## src/rtl/wfreg_pkg.sv

```systemverilog
package wfreg_pkg;
   typedef enum logic [1:0] {
      WK_IDLE = 2'd0,
      WK_VEC  = 2'd1,
      WK_SCL  = 2'd2,
      WK_DONE = 2'd3
   } walk_st_t;
endpackage

```

## src/rtl/wfreg_map.sv

```systemverilog
module wfreg_map #(
   parameter int NREG = 32,
   parameter int PW   = 5,
   parameter int CW   = 6,
   parameter int IW   = 6
) (
   input  logic [PW-1:0] base_i,
   input  logic [CW-1:0] cnt_i,
   input  logic [IW-1:0] idx_i,
   output logic [PW-1:0] phys_o,
   output logic          err_o
);
   localparam int SUMW = ((PW > IW) ? PW : IW) + 1;

   generate
      if ((NREG & (NREG - 1)) == 0) begin : g_pow2
         // power-of-two file: the wrap is a plain truncation
         assign phys_o = base_i + PW'(idx_i);
      end else begin : g_mod
         logic [SUMW-1:0] sum;
         assign sum    = SUMW'(base_i) + SUMW'(idx_i);
         assign phys_o = PW'(sum % SUMW'(NREG));
      end
   endgenerate

   // an empty window rejects every index
   assign err_o = (32'(idx_i) >= 32'(cnt_i));
endmodule

```

## src/rtl/wfreg_walk.sv

```systemverilog
module wfreg_walk
   import wfreg_pkg::*;
#(
   parameter int IW = 6
) (
   input  logic          clk,
   input  logic          rst_n,
   input  logic          start_i,
   input  logic [IW-1:0] vcnt_i,
   input  logic [IW-1:0] scnt_i,
   output walk_st_t      st_o,
   output logic [IW-1:0] idx_o
);
   walk_st_t      st;
   logic [IW-1:0] idx;

   always_ff @(posedge clk) begin
      if (!rst_n) begin
         st  <= WK_IDLE;
         idx <= '0;
      end else begin
         unique case (st)
            WK_IDLE: if (start_i) begin
               idx <= '0;
               if (vcnt_i != '0)      st <= WK_VEC;
               else if (scnt_i != '0) st <= WK_SCL;
               else                   st <= WK_DONE;
            end
            WK_VEC: if (idx == vcnt_i - 1'b1) begin
               idx <= '0;
               st  <= (scnt_i != '0) ? WK_SCL : WK_DONE;
            end else begin
               idx <= idx + 1'b1;
            end
            WK_SCL: if (idx == scnt_i - 1'b1) begin
               idx <= '0;
               st  <= WK_DONE;
            end else begin
               idx <= idx + 1'b1;
            end
            WK_DONE: st <= WK_IDLE;
            default: st <= WK_IDLE;
         endcase
      end
   end

   assign st_o  = st;
   assign idx_o = idx;
endmodule

```

## src/rtl/wfreg_window_mapper.sv

```systemverilog
module wfreg_window_mapper
   import wfreg_pkg::*;
#(
   parameter int SLOTS = 4,
   parameter int VREGS = 32,
   parameter int SREGS = 16,
   localparam int SW  = (SLOTS > 1) ? $clog2(SLOTS) : 1,
   localparam int VPW = $clog2(VREGS),
   localparam int SPW = $clog2(SREGS),
   localparam int VCW = $clog2(VREGS + 1),
   localparam int SCW = $clog2(SREGS + 1),
   localparam int AW  = (VPW > SPW) ? VPW : SPW,
   localparam int TVW = $clog2(SLOTS * VREGS + 1),
   localparam int TSW = $clog2(SLOTS * SREGS + 1)
) (
   input  logic           clk,
   input  logic           rst_n,
   input  logic           alloc_req_i,
   input  logic [SW-1:0]  alloc_slot_i,
   input  logic [VCW-1:0] alloc_vdem_i,
   input  logic [SCW-1:0] alloc_sdem_i,
   input  logic           free_req_i,
   input  logic [SW-1:0]  free_slot_i,
   input  logic [SW-1:0]  vq_slot_i,
   input  logic [VCW-1:0] vq_idx_i,
   output logic [VPW-1:0] vq_phys_o,
   output logic           vq_err_o,
   input  logic [SW-1:0]  sq_slot_i,
   input  logic [SCW-1:0] sq_idx_i,
   output logic [SPW-1:0] sq_phys_o,
   output logic           sq_err_o,
   output logic           clr_we_o,
   output logic           clr_file_o,
   output logic [AW-1:0]  clr_addr_o,
   output logic           busy_o,
   output logic           done_o,
   input  logic           err_clr_i,
   output logic           err_o,
   output logic [TVW-1:0] vtot_o,
   output logic [TSW-1:0] stot_o
);
   localparam int IW = (VCW > SCW) ? VCW : SCW;

   generate
      if (SLOTS < 1)  begin : g_bad_slots $error("SLOTS must be at least 1"); end
      if (VREGS < 2)  begin : g_bad_vregs $error("VREGS must be at least 2"); end
      if (SREGS < 2)  begin : g_bad_sregs $error("SREGS must be at least 2"); end
   endgenerate

   logic [VPW-1:0] vbase [SLOTS];
   logic [VCW-1:0] vcnt  [SLOTS];
   logic [SPW-1:0] sbase [SLOTS];
   logic [SCW-1:0] scnt  [SLOTS];
   logic [VPW-1:0] vptr;
   logic [SPW-1:0] sptr;
   logic [TVW-1:0] vtot;
   logic [TSW-1:0] stot;
   logic [SW-1:0]  wslot;
   logic           err;

   walk_st_t       wst;
   logic [IW-1:0]  widx;
   logic           idle, take_free, take_alloc, fin;
   logic [SW-1:0]  csel;
   logic [VPW-1:0] wv_phys;
   logic [SPW-1:0] ws_phys;
   logic           wv_err, ws_err;
   logic [TVW-1:0] vtot_nxt;
   logic [TSW-1:0] stot_nxt;
   logic           err_set;

   assign idle       = (wst == WK_IDLE);
   assign take_free  = free_req_i & idle;
   assign take_alloc = alloc_req_i & idle & ~free_req_i;
   assign fin        = (wst == WK_DONE);
   assign csel       = idle ? free_slot_i : wslot;
   assign vtot_nxt   = vtot + TVW'(alloc_vdem_i);
   assign stot_nxt   = stot + TSW'(alloc_sdem_i);

   // query mappers
   wfreg_map #(.NREG(VREGS), .PW(VPW), .CW(VCW), .IW(VCW)) i_vq_map (
      .base_i(vbase[vq_slot_i]), .cnt_i(vcnt[vq_slot_i]), .idx_i(vq_idx_i),
      .phys_o(vq_phys_o), .err_o(vq_err_o));
   wfreg_map #(.NREG(SREGS), .PW(SPW), .CW(SCW), .IW(SCW)) i_sq_map (
      .base_i(sbase[sq_slot_i]), .cnt_i(scnt[sq_slot_i]), .idx_i(sq_idx_i),
      .phys_o(sq_phys_o), .err_o(sq_err_o));

   // walk mappers for the busy-clear sequence
   wfreg_map #(.NREG(VREGS), .PW(VPW), .CW(VCW), .IW(IW)) i_vw_map (
      .base_i(vbase[wslot]), .cnt_i(vcnt[wslot]), .idx_i(widx),
      .phys_o(wv_phys), .err_o(wv_err));
   wfreg_map #(.NREG(SREGS), .PW(SPW), .CW(SCW), .IW(IW)) i_sw_map (
      .base_i(sbase[wslot]), .cnt_i(scnt[wslot]), .idx_i(widx),
      .phys_o(ws_phys), .err_o(ws_err));

   wfreg_walk #(.IW(IW)) i_walk (
      .clk(clk), .rst_n(rst_n), .start_i(take_free),
      .vcnt_i(IW'(vcnt[csel])), .scnt_i(IW'(scnt[csel])),
      .st_o(wst), .idx_o(widx));

   always_comb begin
      err_set = 1'b0;
      if (take_alloc && (vtot_nxt > TVW'(VREGS))) err_set = 1'b1;
      if (take_alloc && (alloc_sdem_i != '0) && (stot_nxt > TSW'(SREGS))) err_set = 1'b1;
      if (take_free && (vtot < TVW'(vcnt[free_slot_i]))) err_set = 1'b1;
      if (take_free && (stot < TSW'(scnt[free_slot_i]))) err_set = 1'b1;
      // a walk index escaping its window is a state fault
      if ((wst == WK_VEC && wv_err) || (wst == WK_SCL && ws_err)) err_set = 1'b1;
   end

   always_ff @(posedge clk) begin
      if (!rst_n) begin
         for (int i = 0; i < SLOTS; i++) begin
            vbase[i] <= '0;
            vcnt[i]  <= '0;
            sbase[i] <= '0;
            scnt[i]  <= '0;
         end
         vptr  <= '0;
         sptr  <= '0;
         vtot  <= '0;
         stot  <= '0;
         wslot <= '0;
         err   <= 1'b0;
      end else begin
         err <= err_set | (err & ~err_clr_i);
         if (take_alloc) begin
            vbase[alloc_slot_i] <= vptr;
            vcnt[alloc_slot_i]  <= alloc_vdem_i;
            vptr <= VPW'((32'(vptr) + 32'(alloc_vdem_i)) % VREGS);
            vtot <= vtot_nxt;
            if (alloc_sdem_i != '0) begin
               sbase[alloc_slot_i] <= sptr;
               scnt[alloc_slot_i]  <= alloc_sdem_i;
               sptr <= SPW'((32'(sptr) + 32'(alloc_sdem_i)) % SREGS);
               stot <= stot_nxt;
            end
         end
         if (take_free) begin
            wslot <= free_slot_i;
            vtot  <= (vtot < TVW'(vcnt[free_slot_i])) ? '0 : vtot - TVW'(vcnt[free_slot_i]);
            stot  <= (stot < TSW'(scnt[free_slot_i])) ? '0 : stot - TSW'(scnt[free_slot_i]);
         end
         if (fin) begin
            vbase[wslot] <= '0;
            vcnt[wslot]  <= '0;
            sbase[wslot] <= '0;
            scnt[wslot]  <= '0;
         end
      end
   end

   assign clr_we_o   = (wst == WK_VEC) || (wst == WK_SCL);
   assign clr_file_o = (wst == WK_SCL);
   assign clr_addr_o = (wst == WK_VEC) ? AW'(wv_phys) :
                       (wst == WK_SCL) ? AW'(ws_phys) : '0;
   assign busy_o     = ~idle;
   assign done_o     = fin;
   assign err_o      = err;
   assign vtot_o     = vtot;
   assign stot_o     = stot;
endmodule

```

## config.mk

```make
export PLATFORM = sky130hd
export DESIGN_NAME = wfreg_window_mapper
export DESIGN_NICKNAME = d
export VERILOG_FILES = /design/src/rtl/wfreg_pkg.sv /design/src/rtl/wfreg_map.sv /design/src/rtl/wfreg_walk.sv /design/src/rtl/wfreg_window_mapper.sv
export SDC_FILE = /design/constraint.sdc
export NUM_CORES = 1
export LEC_CHECK = 0
export BUFFER_PORTS_ARGS = -buffer_cell sky130_fd_sc_hd__buf_2
export CORE_AREA = 2 2 124 126
export CTS_BUF_LIST = sky130_fd_sc_hd__clkbuf_16
export CTS_CLUSTER_DIAMETER = 150
export CTS_CLUSTER_SIZE = 28
export DETAILED_ROUTE_END_ITERATION = 10
export DIE_AREA = 0 0 126 128
export HOLD_SLACK_MARGIN = 0.02
export PLACE_DENSITY_LB_ADDON = 0.15
export SYNTH_ARGS = -nofsm -noshare
export SYNTH_HDL_FRONTEND = slang
export SYNTH_SLANG_ARGS = --single-unit
```

## constraint.sdc

```tcl
create_clock -name clk -period 6.7 [get_ports clk]
set_input_delay 2.01 -clock clk [delete_from_list [all_inputs] [get_ports clk]]
set_output_delay 2.01 -clock clk [all_outputs]
set_load 0.005 [all_outputs]
```

==> out/metrics.cfg, run 1 <==
[power_and_ir_drop]
power.static_leakage_nw = 4.45
power.ir.vdd_worst_mv = 0.177
pwr_density_cell_mw_per_mm2 = 303
pnr_total_power_mw = 3.05

[cells_and_area]
filler_cell_count = 1152
multi_input_area_mm2 = 0.00540
antenna_cells_inserted = 0
layout-drive-gt1-share = 0.190
final_design_area_no_fill_mm2 = 0.0101
finish.net_count = 1047
syn2layout_area_growth_pct = 11.5
layout.area.seq_mm2 = 0.00314

[clocking]
tritoncts_clock_tree = built
cts_htree_levels = 4
post_cts_hold_buffer_count = 0
clockBufferDepth = 2
cts-resized-gates = 0
cts.root.buffer_cell = clkbuf_16
clkLatencyLatePin_ps = 430
clk_transition_reported_paths_ps = 50
cts-buffers-inserted = 17
tritoncts_num_sinks = 117
cts_setup_buffers = 0

[synth]
synthTopCellsByArea = edfxtp_1, mux4_2, ha_1
synth-seq-area-share = 0.347
synth_top_area_share = 0.266
post_synthesis_async_set_or_reset_flop_share = 0
count_of_flip_flops_with_a_built_in_enable_after_synthesis = 80
yosysMostFrequentCell = nor2_1
avgSynthCellArea_um2 = 10.4
yosys_register_bits = 117
synthesis.yosys.warnings = 0
synthDominantAreaCellType = edfxtp_1
dominantRegCellSynth = edfxtp_1
netlist_area_mm2 = 0.00905
synth.cells.most_frequent = nor2_1, inv_1, edfxtp_1, ha_1, nand2_1
syn_nets = 988
post_synth_num_cell_types = 58
synthCells = 870

[sta]
worst_pin_slew_ps = 922
fin_worst_hold_slack_ps = 499
final.period_utilization = 0.914
slew-limit-headroom = 0.384
rsz0062_at_grt = no
timing.final.ws_setup_ps = 576
tns_ps = 0
fin_crit_ps = 6120
finalSetupViolations = 0
hold_viol = 0
slew_viol_final = 0
finClkSkew_ps = 6.18
fmaxAchievable_mhz = 163

[die]
ios = 71
starting_density = 0.609
fp.coreArea_mm2 = 0.0149
die_area_mm2 = 0.0161
dieWidth_um = 126
die_height_um = 128
floorplan.rows = 45

[hold_path]
worst_hold_path.endpoint = vptr[2]$_SDFFE_PN0P_
hold-path-cell-count = 2
worst_hold_startpoint = vptr[2]$_SDFFE_PN0P_
hp-class = reg2reg

[placed_design]
pre_cts_ws_ps = 579
detailed_placement_wirelength_estimate_mm = 16.6
placed_cell_area_mm2 = 0.00952
globalplace.congestion = 0.892
buffer_ports.inserted = 70

[global_route]
globalRouteTotalUtil = 0.294
grt.overflow.total = 0
grt_start_max_net_pins = 32
grt_antenna_before_repair = 0
global_route_wire_length_before_repair_mm = 36.8
grt_pass1_vias = 7040

[routing]
route.detailed.vias_per_inst = 6.20
drc = 0
drtPass1Iterations = 5
total_number_of_vias = 7008
wl_per_cell_um = 19.8
antenna_violating_nets_post_route = 0
drt_first_iter_violations = 569
routed_wirelength_mm = 22.3

[critical_path]
r2r_start = i_walk.st_o[0]$_SDFFE_PN0P_
worst-setup-path-type = in2out
startpoint_type = input pin
worst-path-max-fanout = 6
timing.reg2reg.worst_path_depth = 14
worstReg2RegEnd = i_walk.idx_o[2]$_SDFFE_PN0P_
critPathRequiredTime_ps = 4690
critical_path_arrival_ps = 4110
critPathCaptureType = primary output
reg2reg_setup_slack_ps = 2480

[status]
run_status = finished, final reports clean

[job]
cap_viol_max_count = 0

==> routing by layer <==
metal  part of all wire  global-route usage
met1               0.42               0.400
met5                  0                   0
met2               0.48               0.470
met3              0.084              0.0672
met4              0.015              0.0957
==> flip-flops by register name (all words and copies together) (netlist names), named ones only <==
| name | count |
|---|---|
| vcnt | 24 |
| i_walk.idx_o | 6 |
| vptr | 5 |
| vtot_o | 8 |
| sptr | 4 |
| err_o | 1 |
| i_walk.st_o | 2 |
| scnt | 20 |
| sbase | 16 |
| wslot | 2 |
| stot_o | 7 |
| vbase | 20 |
==> layout make-up <==
| type | instances | area share |
|---|---|---|
| Multi-Input combinational cell | 625 | 0.535 |
| Tap cell | 188 | 0.0233 |
| Clock buffer | 17 | 0.0422 |
| Clock inverter | 15 | 0.0140 |
| Sequential cell | 117 | 0.311 |
| Inverter | 90 | 0.0335 |
| Timing Repair Buffer | 78 | 0.0407 |
==> how the worst max path moves through the flow <==
stage,startpoint,to,slack (ps),depth (start not counted)
6_report,vq_slot_i[0],vq_phys_o[4],580,11
5_1_grt,vq_slot_i[0],vq_phys_o[4],450,11
4_1_cts,vq_slot_i[0],vq_phys_o[4],580,11
3_5_place_dp,vq_slot_i[0],vq_phys_o[4],580,11
3_3_place_gp,vq_slot_i[0],vq_phys_o[4],650,11
2_1_floorplan,vq_slot_i[1],vq_err_o,590,10
==> kinds of logic after synthesis <==
logic type               Yosys count  share of synthesized area
buffers and inverters            128                     0.0560
multiplexers                      96                      0.189
XOR/XNOR                          51                     0.0494
flip-flops                       117                      0.347
AND/OR/NAND/NOR                  252                      0.128
adder cells (fa/ha/maj)           83                      0.123
AO/OA/AOI/OAI                    143                      0.107
==> cell usage in the layout, fill, tap and decap left out, drive strengths merged, types with 5 or more instances in the layout <==
master / netlist / layout
a21boi: 8 / 8
a21o: 28 / 28
a21oi: 33 / 33
and2: 16 / 16
buf: 12 / 78
clkbuf: 26 / 17
clkinv: 0 / 7
clkinvlp: 0 / 5
dfxtp: 37 / 37
edfxtp: 80 / 80
fa: 10 / 10
ha: 73 / 73
inv: 90 / 91
mux2: 6 / 6
mux2i: 32 / 32
mux4: 58 / 58
nand2: 66 / 66
nand2b: 17 / 17
nand3: 7 / 7
nor2: 96 / 96
nor2b: 17 / 17
nor3: 12 / 12
nor4: 5 / 5
o21ai: 28 / 28
o22ai: 10 / 10
xnor2: 30 / 30
xor2: 21 / 21
==> report_power, final <==
group	total, mW	internal, mW	switching (mW)
clock network	0.873	0.539	0.333
logic	1.22	0.565	0.658
registers	0.958	0.862	0.0966
total	3.05	1.97	1.09
==> worst max-delay path, stage by stage <==
cell	delay [ps]
buf_2	220
mux4_2	540
ha_1	210
inv_1	70
fa_1	200
inv_1	60
a21o_1	180
a21oi_1	180
xor2_1	200
xnor2_1	130
buf_2	120
==> metrics by stage <==
step,cells,util
final,1130,0.679
after floorplan,870,-
after detailed placement,1098,0.641
after global placement,1098,0.641
after CTS,1130,0.679
after global routing,1130,0.679
No activity file was read; power rests on OpenSTA's default activity.
==> run 2: changes to the inputs <==
--- a/config.mk
+++ b/config.mk
@@ -5,14 +5,14 @@
 export SDC_FILE = /design/constraint.sdc
 export NUM_CORES = 1
 export LEC_CHECK = 0
-export BUFFER_PORTS_ARGS = -buffer_cell sky130_fd_sc_hd__buf_2
+export BUFFER_PORTS_ARGS = -buffer_cell sky130_fd_sc_hd__clkbuf_2
+export CAP_MARGIN = 10
 export CORE_AREA = 2 2 124 126
 export CTS_BUF_LIST = sky130_fd_sc_hd__clkbuf_16
 export CTS_CLUSTER_DIAMETER = 150
 export CTS_CLUSTER_SIZE = 28
 export DETAILED_ROUTE_END_ITERATION = 10
 export DIE_AREA = 0 0 126 128
-export HOLD_SLACK_MARGIN = 0.02
 export PLACE_DENSITY_LB_ADDON = 0.15
 export SYNTH_ARGS = -nofsm -noshare
 export SYNTH_HDL_FRONTEND = slang
==> run 2 against run 1 <==
  * Sequential cell count is the same
  * Critical endpoint is now vq_err_o
  * Power grew 3.4%
  * Critical path type unchanged
  * Sequential share of layout area shrank 0.25 points
  * Cell count is essentially flat
==> out/metrics.cfg, run 2 (synthesized netlist as in run 1, its figures left out) <==
[die]
starting_density = 0.609
floorplan.rows = 45
die_area_mm2 = 0.0161
die_height_um = 128
ios = 71
fp.coreArea_mm2 = 0.0149
dieWidth_um = 126

[cells_and_area]
finish.net_count = 1048
largest_register_ffs = 24
mostFrequentLayoutCells = nor2_1, inv_1, edfxtp_1, ha_1, clkbuf_2
syn2layout_area_growth_pct = 12.4
cell_count_final_fillers_out = 1131
reg.largest.list = vcnt x24, scnt x20, vbase x20
mostFrequentLayoutCell = nor2_1
layout-drive-gt1-share = 0.191
filler_cell_count = 1162
antenna_cells_inserted = 0
largest_register = vcnt

[clocking]
cts_htree_levels = 4
tritoncts_clock_tree = built
post_cts_hold_buffer_count = 0
cts.root.buffer_cell = clkbuf_16
clockBufferDepth = 2
cts-buffers-inserted = 17
cts_setup_buffers = 0
clk_transition_reported_paths_ps = 50
cts-resized-gates = 0
clkLatencyLatePin_ps = 420
tritoncts_num_sinks = 117

[power_and_ir_drop]
power.ir.vdd_worst_mv = 0.188
pnr_total_power_mw = 3.16
power.static_leakage_nw = 4.48
pwr_density_cell_mw_per_mm2 = 311

[sta]
slew-limit-headroom = 0.352
fin_crit_ps = 6120
finalSetupViolations = 0
fmaxAchievable_mhz = 163
final.period_utilization = 0.913
rsz0062_at_grt = no
slew_viol_final = 0
worst_pin_slew_ps = 970
tns_ps = 0
hold_viol = 0
finClkSkew_ps = 8.11

[critical_path]
timing.critical_path.slowest_cell_delay_ps = 570
crit_path_cell_trace = clkbuf_2 > mux4_2 > ha_1 > nand2b_1 > a21o_1 > a21o_1 > a21oi_1 > nor2b_1 > o21ai_0 > nand2b_1 > clkbuf_2
worst-path-max-fanout = 8
critPathRequiredTime_ps = 4690
startpoint_type = input pin
critPathCaptureType = primary output
critical_path_arrival_ps = 4110
reg2reg_setup_slack_ps = 2510
worst-setup-path-type = in2out
cp_slowest_cell = mux4_2

[status]
run_status = finished, final reports clean

[hold_path]
hp-class = reg2reg

[routing]
wl_per_cell_um = 19.8
total_number_of_vias = 7033
drt_first_iter_violations = 532
drc = 0
route.detailed.vias_per_inst = 6.22
antenna_violating_nets_post_route = 0
routed_wirelength_mm = 22.4
drtPass1Iterations = 5

[global_route]
grt_start_max_net_pins = 32
grt_antenna_before_repair = 0
globalRouteTotalUtil = 0.292
grt_pass1_vias = 7126
grt.overflow.total = 0
global_route_wire_length_before_repair_mm = 37.0

[placed_design]
placed_cells = 1099
buffer_ports.inserted = 70
detailed_placement_wirelength_estimate_mm = 16.7
globalplace.congestion = 0.874

[job]
cap_viol_max_count = 0

## run 2: cell type report
cell class	instances	area, um^2	area share
Clock inverter	15	214	0.0210
Multi-Input combinational cell	625	5400	0.531
Tap cell	188	235	0.0231
Inverter	90	338	0.0332
Clock buffer	17	425	0.0418
Timing Repair Buffer	79	418	0.0411
Sequential cell	117	3140	0.309
## run 2: power breakdown
group | total (mW) | internal, mW | switching (mW)
clock | 0.976 | 0.654 | 0.321
combinational | 1.22 | 0.566 | 0.657
sequential | 0.961 | 0.862 | 0.0985
## run 2: critical path: cells and delay by family
kind / cells / cell delay, ps
buffers and inverters: 2 / 350
multiplexers: 1 / 570
AND/OR/NAND/NOR: 3 / 260
AO/OA/AOI/OAI: 4 / 620
adder cells (fa/ha/maj): 1 / 290
## run 2: metrics by stage
stage                     hold slack (ps)  cell area, um^2  setup slack [ps]   util
final                                 491            10200               583  0.684
after global routing                  532            10200               416  0.684
after CTS                             500            10200               552  0.684
after detailed placement              492             9530               566  0.641
after global placement                475             9530               612  0.641
after floorplan                       458             9050               587      -
## run 2: per-layer routing
| metal | part of all wire | global-route usage | vias up |
|---|---|---|---|
| met1 | 0.42 | 0.399 | 3420 |
| met5 | 0 | 0 | - |
| met4 | 0.018 | 0.0924 | 0 |
| met3 | 0.081 | 0.0680 | 41 |
| met2 | 0.48 | 0.469 | 321 |
| li1 | - | - | 3251 |
## run 2: worst paths after layout
path,endpoint,cells after the start,startpoint
min reg2reg,vptr[3]$_SDFFE_PN0P_,2,vptr[3]$_SDFFE_PN0P_
max,vq_err_o,11,vq_slot_i[1]
max reg2reg,i_walk.idx_o[2]$_SDFFE_PN0P_,14,i_walk.st_o[0]$_SDFFE_PN0P_
min,vptr[3]$_SDFFE_PN0P_,2,vptr[3]$_SDFFE_PN0P_
==> run 3: changes to the inputs <==
==> constraint.sdc (replaced) <==
create_clock -name clk -period 6.2 [get_ports clk]
set_input_delay 1.86 -clock clk [delete_from_list [all_inputs] [get_ports clk]]
set_output_delay 1.86 -clock clk [all_outputs]
set_load 0.005 [all_outputs]
==> run 3 against run 2 <==
  * Combinational power rose by 9%
  * Worst setup slack got worse by 190 ps
  * Wire length rose by 1.5%
  * Sequential share of layout area rose by 0.15 points
  * First-iteration DRC count rose by 14%
  * Clock power fell by 0.4%
  * Sequential cell count did not move
  * Cell count barely moved
  * Clock-buffer cell count did not move
==> out/metrics.cfg, run 3 (synthesized netlist as in run 1, its figures left out) <==
[hold_path]
hp-class = reg2reg
hold-path-cell-count = 2
worst_hold_path.endpoint = vptr[3]$_SDFFE_PN0P_
worst_hold_startpoint = vptr[3]$_SDFFE_PN0P_

[die]
dieWidth_um = 126
ios = 71
die_height_um = 128
die_area_mm2 = 0.0161
fp.coreArea_mm2 = 0.0149
starting_density = 0.609
floorplan.rows = 45

[clocking]
post_cts_hold_buffer_count = 0
cts_setup_buffers = 0
cts-resized-gates = 0
clockBufferDepth = 2
cts.root.buffer_cell = clkbuf_16
cts-buffers-inserted = 17
clkLatencyLatePin_ps = 430
tritoncts_clock_tree = built
cts_htree_levels = 4
tritoncts_num_sinks = 117
clk_transition_reported_paths_ps = 60

[routing]
drc = 0
drtPass1Iterations = 5
wl_per_cell_um = 20.1
drt_first_iter_violations = 608
total_number_of_vias = 7080
antenna_violating_nets_post_route = 0
routed_wirelength_mm = 22.8
route.detailed.vias_per_inst = 6.25

[critical_path]
critPathCaptureType = primary output
critPathRequiredTime_ps = 4340
worst-setup-path-type = in2out
reg2reg_setup_slack_ps = 1900
startpoint_type = input pin
critical_path_arrival_ps = 3950
worstReg2RegEnd = i_walk.idx_o[2]$_SDFFE_PN0P_
worst-path-max-fanout = 6
r2r_start = i_walk.st_o[0]$_SDFFE_PN0P_
timing.reg2reg.worst_path_depth = 13

[power_and_ir_drop]
power.static_leakage_nw = 4.45
pwr_density_cell_mw_per_mm2 = 330
pnr_total_power_mw = 3.34
power.ir.vdd_worst_mv = 0.211

[sta]
fin_crit_ps = 5810
hold_viol = 0
worst_pin_slew_ps = 1100
slew_viol_final = 0
final.period_utilization = 0.937
finClkSkew_ps = 10.2
fmaxAchievable_mhz = 172
finalSetupViolations = 0
rsz0062_at_grt = no
tns_ps = 0
timing.final.ws_setup_ps = 392
slew-limit-headroom = 0.266

[global_route]
globalRouteTotalUtil = 0.293
grt.overflow.total = 0
grt_pass1_vias = 7066
global_route_wire_length_before_repair_mm = 36.5
grt_antenna_before_repair = 0
grt_start_max_net_pins = 47

[status]
run_status = finished, final reports clean

[cells_and_area]
finish.net_count = 1049
antenna_cells_inserted = 0
mostFrequentLayoutCells = nor2_1, inv_1, edfxtp_1, ha_1, clkbuf_2
final_design_area_no_fill_mm2 = 0.0101
mostFrequentLayoutCell = nor2_1
largest_register_ffs = 24
syn2layout_area_growth_pct = 11.9
reg.largest.list = vcnt x24, scnt x20, vbase x20
layout-drive-gt1-share = 0.194
filler_cell_count = 1126
largest_register = vcnt

[job]
cap_viol_max_count = 0

[placed_design]
globalplace.congestion = 0.907
detailed_placement_wirelength_estimate_mm = 17.0
buffer_ports.inserted = 70
placed_cell_area_mm2 = 0.00954
pre_cts_ws_ps = 375

[run 3: cell types whose count changed in the layout (fill, tap and decap cells not counted), sizes merged]
| cell | previous run | this run |
|---|---|---|
| buf | 9 | 10 |
| bufinv | 5 | 2 |
| clkinv | 4 | 5 |
| clkinvlp | 4 | 6 |
[run 3: critical path: stages]
cell and delay, ps:
clkbuf_2 240, buf_4 210, mux4_2 300, ha_1 210, inv_1 70, fa_1 210
inv_1 50, a21o_1 170, a21oi_1 160, xor2_1 200, xnor2_1 130, clkbuf_2 130
[run 3: stage by stage]
step                      hold slack, ps  instances   util
after CTS                            495       1132  0.681
after global placement               474       1100  0.642
after global routing                 532       1132  0.681
after floorplan                      458        870      -
after detailed placement             486       1100  0.642
final                                492       1132  0.681
[run 3: routing by layer]
layer	GRT usage	vias to the layer above	part of all wire
li1	-	3247	-
met1	0.396	3454	0.42
met2	0.476	345	0.48
met3	0.0680	34	0.090
met4	0.0905	0	0.018
met5	0	-	0
[run 3: final cells by class]
class                   count  area (um^2)  share of cell area
clock buffers              17          425              0.0420
multi-input cells         625         5400               0.533
flip-flops and latches    117         3140               0.311
inverters                  90          338              0.0334
well taps                 188          235              0.0232
clock inverters            15          158              0.0156
repair buffers             80          425              0.0420
[run 3: worst max path at each step]
stage,to,startpoint
4_1_cts,vq_phys_o[4],vq_slot_i[1]
3_3_place_gp,vq_phys_o[4],vq_slot_i[1]
6_report,vq_phys_o[4],vq_slot_i[1]
5_1_grt,vq_phys_o[4],vq_slot_i[1]
3_5_place_dp,vq_phys_o[4],vq_slot_i[1]
2_1_floorplan,vq_err_o,vq_slot_i[1]
[run 3: report_power, final]
| group | switching (mW) | total [mW] | internal, mW |
|---|---|---|---|
| clock | 0.380 | 0.972 | 0.591 |
| sequential | 0.108 | 1.04 | 0.931 |
| combinational | 0.719 | 1.33 | 0.611 |
